`src/rtl/rm_addr_pkg.sv`:
```
package rm_addr_pkg;
  localparam int SEG_W      = 16;
  localparam int OFF_W      = 16;
  localparam int PARA_SHIFT = 4;
  localparam int NUM_SEGS   = 4;
  localparam int SEL_W      = $clog2(NUM_SEGS);
  localparam int BASE_W     = SEG_W + PARA_SHIFT;
  localparam int ADDR_W     = BASE_W + 1;

  typedef enum logic [SEL_W-1:0] {
    SEG_CODE  = 2'd0,
    SEG_DATA  = 2'd1,
    SEG_STACK = 2'd2,
    SEG_EXTRA = 2'd3
  } seg_sel_e;
endpackage

```
`src/rtl/seg_reg_bank.sv`:
```
module seg_reg_bank #(
  parameter int NUM_SEGS = 4,
  parameter int SEG_W    = 16,
  localparam int SEL_W   = $clog2(NUM_SEGS)
) (
  input  logic             clk,
  input  logic             rst_n,
  input  logic             wr_en,
  input  logic [SEL_W-1:0] wr_sel,
  input  logic [SEG_W-1:0] wr_data,
  input  logic [SEL_W-1:0] rd_sel,
  output logic [SEG_W-1:0] rd_data,
  output logic             fwd_hit
);
  logic [SEG_W-1:0] seg_q [NUM_SEGS];

  for (genvar g = 0; g < NUM_SEGS; g++) begin : g_seg
    logic wr_here;
    assign wr_here = wr_en && (wr_sel == SEL_W'(g));
    always_ff @(posedge clk or negedge rst_n) begin
      if (!rst_n)       seg_q[g] <= '0;
      else if (wr_here) seg_q[g] <= wr_data;
    end
  end

  // bypass the register when the same entry is written this cycle
  assign fwd_hit = wr_en && (wr_sel == rd_sel);
  assign rd_data = fwd_hit ? wr_data : seg_q[rd_sel];
endmodule

```
`src/rtl/seg_lin_adder.sv`:
```
module seg_lin_adder #(
  parameter int SEG_W      = 16,
  parameter int OFF_W      = 16,
  parameter int PARA_SHIFT = 4,
  localparam int BASE_W    = SEG_W + PARA_SHIFT,
  localparam int ADDR_W    = BASE_W + 1
) (
  input  logic [SEG_W-1:0]  seg,
  input  logic [OFF_W-1:0]  off,
  input  logic              gate_open,
  output logic [ADDR_W-1:0] lin,
  output logic              carry_raw
);
  function automatic logic [ADDR_W-1:0] para_base(input logic [SEG_W-1:0] s);
    return {1'b0, s, {PARA_SHIFT{1'b0}}};
  endfunction

  function automatic logic [ADDR_W-1:0] full_sum(input logic [SEG_W-1:0] s,
                                                 input logic [OFF_W-1:0] o);
    return para_base(s) + {{(ADDR_W-OFF_W){1'b0}}, o};
  endfunction

  logic [ADDR_W-1:0] sum_w;
  assign sum_w     = full_sum(seg, off);
  assign carry_raw = sum_w[ADDR_W-1];
  assign lin       = {carry_raw & gate_open, sum_w[BASE_W-1:0]};
endmodule

```
`src/rtl/seg_out_stage.sv`:
```
module seg_out_stage #(
  parameter int ADDR_W = 21
) (
  input  logic              clk,
  input  logic              rst_n,
  input  logic              in_valid,
  input  logic [ADDR_W-1:0] in_addr,
  output logic              out_valid,
  output logic [ADDR_W-1:0] out_addr
);
  always_ff @(posedge clk or negedge rst_n) begin
    if (!rst_n) begin
      out_valid <= 1'b0;
      out_addr  <= '0;
    end else begin
      out_valid <= in_valid;
      if (in_valid) out_addr <= in_addr;
    end
  end
endmodule

```
`src/rtl/rm_addr_gen.sv`:
```
module rm_addr_gen
  import rm_addr_pkg::*;
#(
  parameter int P_SEG_W    = SEG_W,
  parameter int P_OFF_W    = OFF_W,
  parameter int P_SHIFT    = PARA_SHIFT,
  parameter int P_NUM_SEGS = NUM_SEGS,
  localparam int P_SEL_W   = $clog2(P_NUM_SEGS),
  localparam int P_ADDR_W  = P_SEG_W + P_SHIFT + 1
) (
  input  logic                clk,
  input  logic                rst_n,
  input  logic                ld_en,
  input  logic [P_SEL_W-1:0]  ld_sel,
  input  logic [P_SEG_W-1:0]  ld_value,
  input  logic                req_valid,
  input  logic [P_SEL_W-1:0]  req_sel,
  input  logic [P_OFF_W-1:0]  req_offset,
  input  logic                hi_gate_open,
  output logic                rsp_valid,
  output logic [P_ADDR_W-1:0] rsp_addr
);
  logic [P_SEG_W-1:0]  seg_val;
  logic                fwd_hit;
  logic [P_ADDR_W-1:0] lin_addr;
  logic                carry_raw;

  seg_reg_bank #(.NUM_SEGS(P_NUM_SEGS), .SEG_W(P_SEG_W)) u_bank (
    .clk(clk), .rst_n(rst_n),
    .wr_en(ld_en), .wr_sel(ld_sel), .wr_data(ld_value),
    .rd_sel(req_sel), .rd_data(seg_val), .fwd_hit(fwd_hit)
  );

  seg_lin_adder #(.SEG_W(P_SEG_W), .OFF_W(P_OFF_W), .PARA_SHIFT(P_SHIFT)) u_add (
    .seg(seg_val), .off(req_offset), .gate_open(hi_gate_open),
    .lin(lin_addr), .carry_raw(carry_raw)
  );

  seg_out_stage #(.ADDR_W(P_ADDR_W)) u_out (
    .clk(clk), .rst_n(rst_n),
    .in_valid(req_valid), .in_addr(lin_addr),
    .out_valid(rsp_valid), .out_addr(rsp_addr)
  );
endmodule

```
`config.mk`:
```
export PLATFORM = sky130hd
export DESIGN_NAME = rm_addr_gen
export DESIGN_NICKNAME = d
export VERILOG_FILES = /design/src/rtl/rm_addr_pkg.sv /design/src/rtl/seg_reg_bank.sv /design/src/rtl/seg_lin_adder.sv /design/src/rtl/seg_out_stage.sv /design/src/rtl/rm_addr_gen.sv
export SDC_FILE = /design/constraint.sdc
export NUM_CORES = 1
export LEC_CHECK = 0
export BUFFER_PORTS_ARGS = -buffer_cell sky130_fd_sc_hd__clkbuf_2
export CAP_MARGIN = 20
export CORE_MARGIN = 2
export CORE_UTILIZATION = 25
export DETAILED_ROUTE_END_ITERATION = 6
export SLEW_MARGIN = 20
export SYNTH_ARGS = -nofsm -noshare
export SYNTH_HDL_FRONTEND = slang
export SYNTH_SLANG_ARGS = --single-unit
export TNS_END_PERCENT = 1
```
`constraint.sdc`:
```
create_clock -name clk -period 5.6 [get_ports clk]
set_input_delay 0.28 -clock clk [delete_from_list [all_inputs] [get_ports clk]]
set_output_delay 0.28 -clock clk [all_outputs]
set_load 0.02 [all_outputs]
```
==> reports/results.tsv <==
metric	value	unit
status	finished, violations left	
failing checks	negative hold slack	
CTS tree	yes	
1st-iter DRT viols	137	
Setup Viol. Count Final	0	
Pwr Density	393	nW/um^2
CTS Sinks	86	
row count	48	
Worst Setup End Kind	flip-flop	
I/O pin count	63	
RePlAce Congestion	0.836	
HP Class	primary input to async pin	
Crit path required time	5.83	ns
initial antenna violation count	0	
Bufs on Longest Clock Path	2	
drt total wl	10300	um
PortBufs	62	
largest net degree at the start of global routing	87	
clk root buf	clkbuf_16	
register bit total from synthesis	86	
Final #Nets	421	
largest area contributor in the netlist	dfrtp_1	
vias in the first global route	2961	
FMAX	279	MHz
mapped cell area	4410	sq um
Max-Cap Viols	0	
Area growth syn-to-layout	18.7	%
gr ovfl total	0	
Max-Slew Margin vs Limit	30.5	%
Yosys top cell area share	48.8	%
core area	17200	sq um
startpoint types	primary input	
via count	2765	
GRT Total Usage	11.6	%
Post-synth EDFFs	0	
Max FO, Critical Path	18	
skew final	0.00777	ns
Syn Area/Cell	14.2	sq um
TritonCTS buffer count	9	
hold_buf cts	0	
global-route wire length before repair	16100	um
Async SR Flop Fraction	100	%
layout cell share with drive strength beyond 1	53.0	%
post_cts resized	0	
diode count	0	
fill count	1724	
Arr. time, crit path	3.81	ns
Placed Area	4930	sq um
Hold Vio Cnt, Final	8	
synth unique cells	40	
Die X	137	um
post-DP HPWL	7240	um
DRC Markers	0	
Mapped Cells	310	
DRT antenna net count	0	
RSZ-0062 raised after global routing	false	
vias per inst	4.63	
YS warnings	0	
syn_nets	364	
Post-CTS Setup Bufs	0	
DIE HEIGHT	137	um
clk_lat worst skew	0.35	ns
Max Transition Viols Final	0	
H-tree levels	3	
Top FF cell, synth	dfrtp_1	
die area	18700	sq um
Peak VDD IR	0.000166	V
Synth area leaders	dfrtp_1 49%, mux2_2 23%, mux4_2 7.2%	
sequential area share after synthesis	48.8	%
cell leakage power	0.00223	uW
Final Cycle Share	63.9	%
Final Critical Period	3.58	ns
TNS Setup	0	ns
Slew @ Worst Pin	1.04	ns
Initial Util	25.6	%
clock-pin slew on the worst setup and hold paths	0.06	ns
Finished Cell Area	5230	sq um
drt wl/cell	17.2	um
Detailed Routing Iterations Pass 1	4	
CP Class	primary input to flip-flop	
final hold slack	-0.0255	ns
[registers in the layout, summed over array words and instances, names as in the netlist]
register and count:
u_bank.seg_q 64, u_out.out_addr 21, u_out.out_valid 1
[placed cells by master, fill, tap and decap left out, types with 3 or more instances in the layout]
master / Yosys / routed
xnor2_1: 8 / 8
xor2_1: 3 / 3
nand4_1: 3 / 3
clkbuf_2: 0 / 61
o31ai_2: 4 / 4
mux4_2: 14 / 14
a21oi_1: 13 / 13
mux2_2: 91 / 91
nand2_1: 10 / 10
dfrtp_1: 86 / 86
a31oi_1: 3 / 3
o21ai_0: 7 / 7
clkbuf_16: 0 / 9
nand3_1: 5 / 5
ha_1: 12 / 12
a21o_1: 3 / 3
[worst paths after layout]
path	from	endpoint	slack (ns)	depth (start not counted)
worst min-delay path	rst_n	u_bank.seg_q[34]	-0.03	1
min in group clk	hi_gate_open	u_out.out_addr[20]	0.15	3
worst max register to register	u_bank.seg_q[16]	u_out.out_addr[14]	2.41	10
worst max-delay path	req_sel[1]	u_out.out_addr[14]	2.02	12
worst min register to register	u_out.out_addr[20]	u_out.out_addr[20]	0.49	2
max in group asynchronous	rst_n	u_out.out_addr[11]	5.07	1
[cells in the mapped netlist (2+ instances only)]
master    number
a211oi_2       2
a21o_1         3
a21oi_1       13
a31oi_1        3
and3_1         2
and4_4         2
buf_2          5
clkbuf_1      10
dfrtp_1       86
ha_1          12
mux2_2        91
mux2_4         2
mux4_1         2
mux4_2        14
nand2_1       10
nand3_1        5
nand3b_1       2
nand4_1        3
nor2_1         2
o21ai_0        7
o21bai_1       2
o31ai_1        2
o31ai_2        4
xnor2_1        8
xor2_1         3
[logic make-up (layout without fill, tap and decap cells)]
family | after synthesis | count (layout) | share of synthesized area, %
buf+inv | 18 | 80 | 1.93
fa+ha+maj | 13 | 13 | 3.86
compound gates | 43 | 43 | 6.93
flops | 86 | 86 | 48.8
mux | 109 | 109 | 32.3
xor+xnor | 11 | 11 | 2.19
simple gates | 30 | 30 | 3.98
[per-layer routing]
layer / part of all wire, % / global-route usage, % / vias up
met3: 5.2 / 3.70 / 12
met2: 47 / 18.4 / 57
met4: 1.3 / 3.65 / 0
met5: 0 / 0 / -
met1: 46 / 15.0 / 1412
li1: - / - / 1284
[through the flow]
stage	utilization, %	total power (uW)	instances	hold slack (ns)	setup slack (ns)
3_5_place_dp	28.6	1480	581	0.482	1.70
2_1_floorplan	-	1280	310	-0.0156	2.25
3_3_place_gp	28.6	1450	581	0.475	1.74
6_report	30.3	2060	597	-0.0255	2.02
5_1_grt	30.3	2190	597	0.0531	1.75
4_1_cts	30.3	2090	597	0.136	2.02
[report_power, final]
part | total, uW | switching [uW] | leakage, uW | internal [uW]
sequential | 832 | 70.2 | 0.00102 | 762
clock | 599 | 253 | 0.000136 | 347
combinational | 625 | 321 | 0.00107 | 305
total | 2060 | 644 | 0.00223 | 1410
[critical path, stage by stage]
cell,delay (ns)
clkbuf_2,0.32
xnor2_1,0.32
nand3_2,0.47
mux2_2,0.45
ha_1,0.23
fa_1,0.45
a211oi_2,0.24
o21bai_1,0.10
a21oi_1,0.33
o21ai_0,0.17
xor2_1,0.16
mux2_2,0.27
[final cells by class]
class,instances,area [sq um],share of cell area (%)
clock inverters,5,58.8,1.12
flip-flops and latches,86,2150,41.2
well taps,225,282,5.38
multi-input cells,206,2180,41.6
clock buffers,11,233,4.45
repair buffers,63,324,6.20
inverters,1,3.75,0.0718
(Power assumes the default switching activity.)
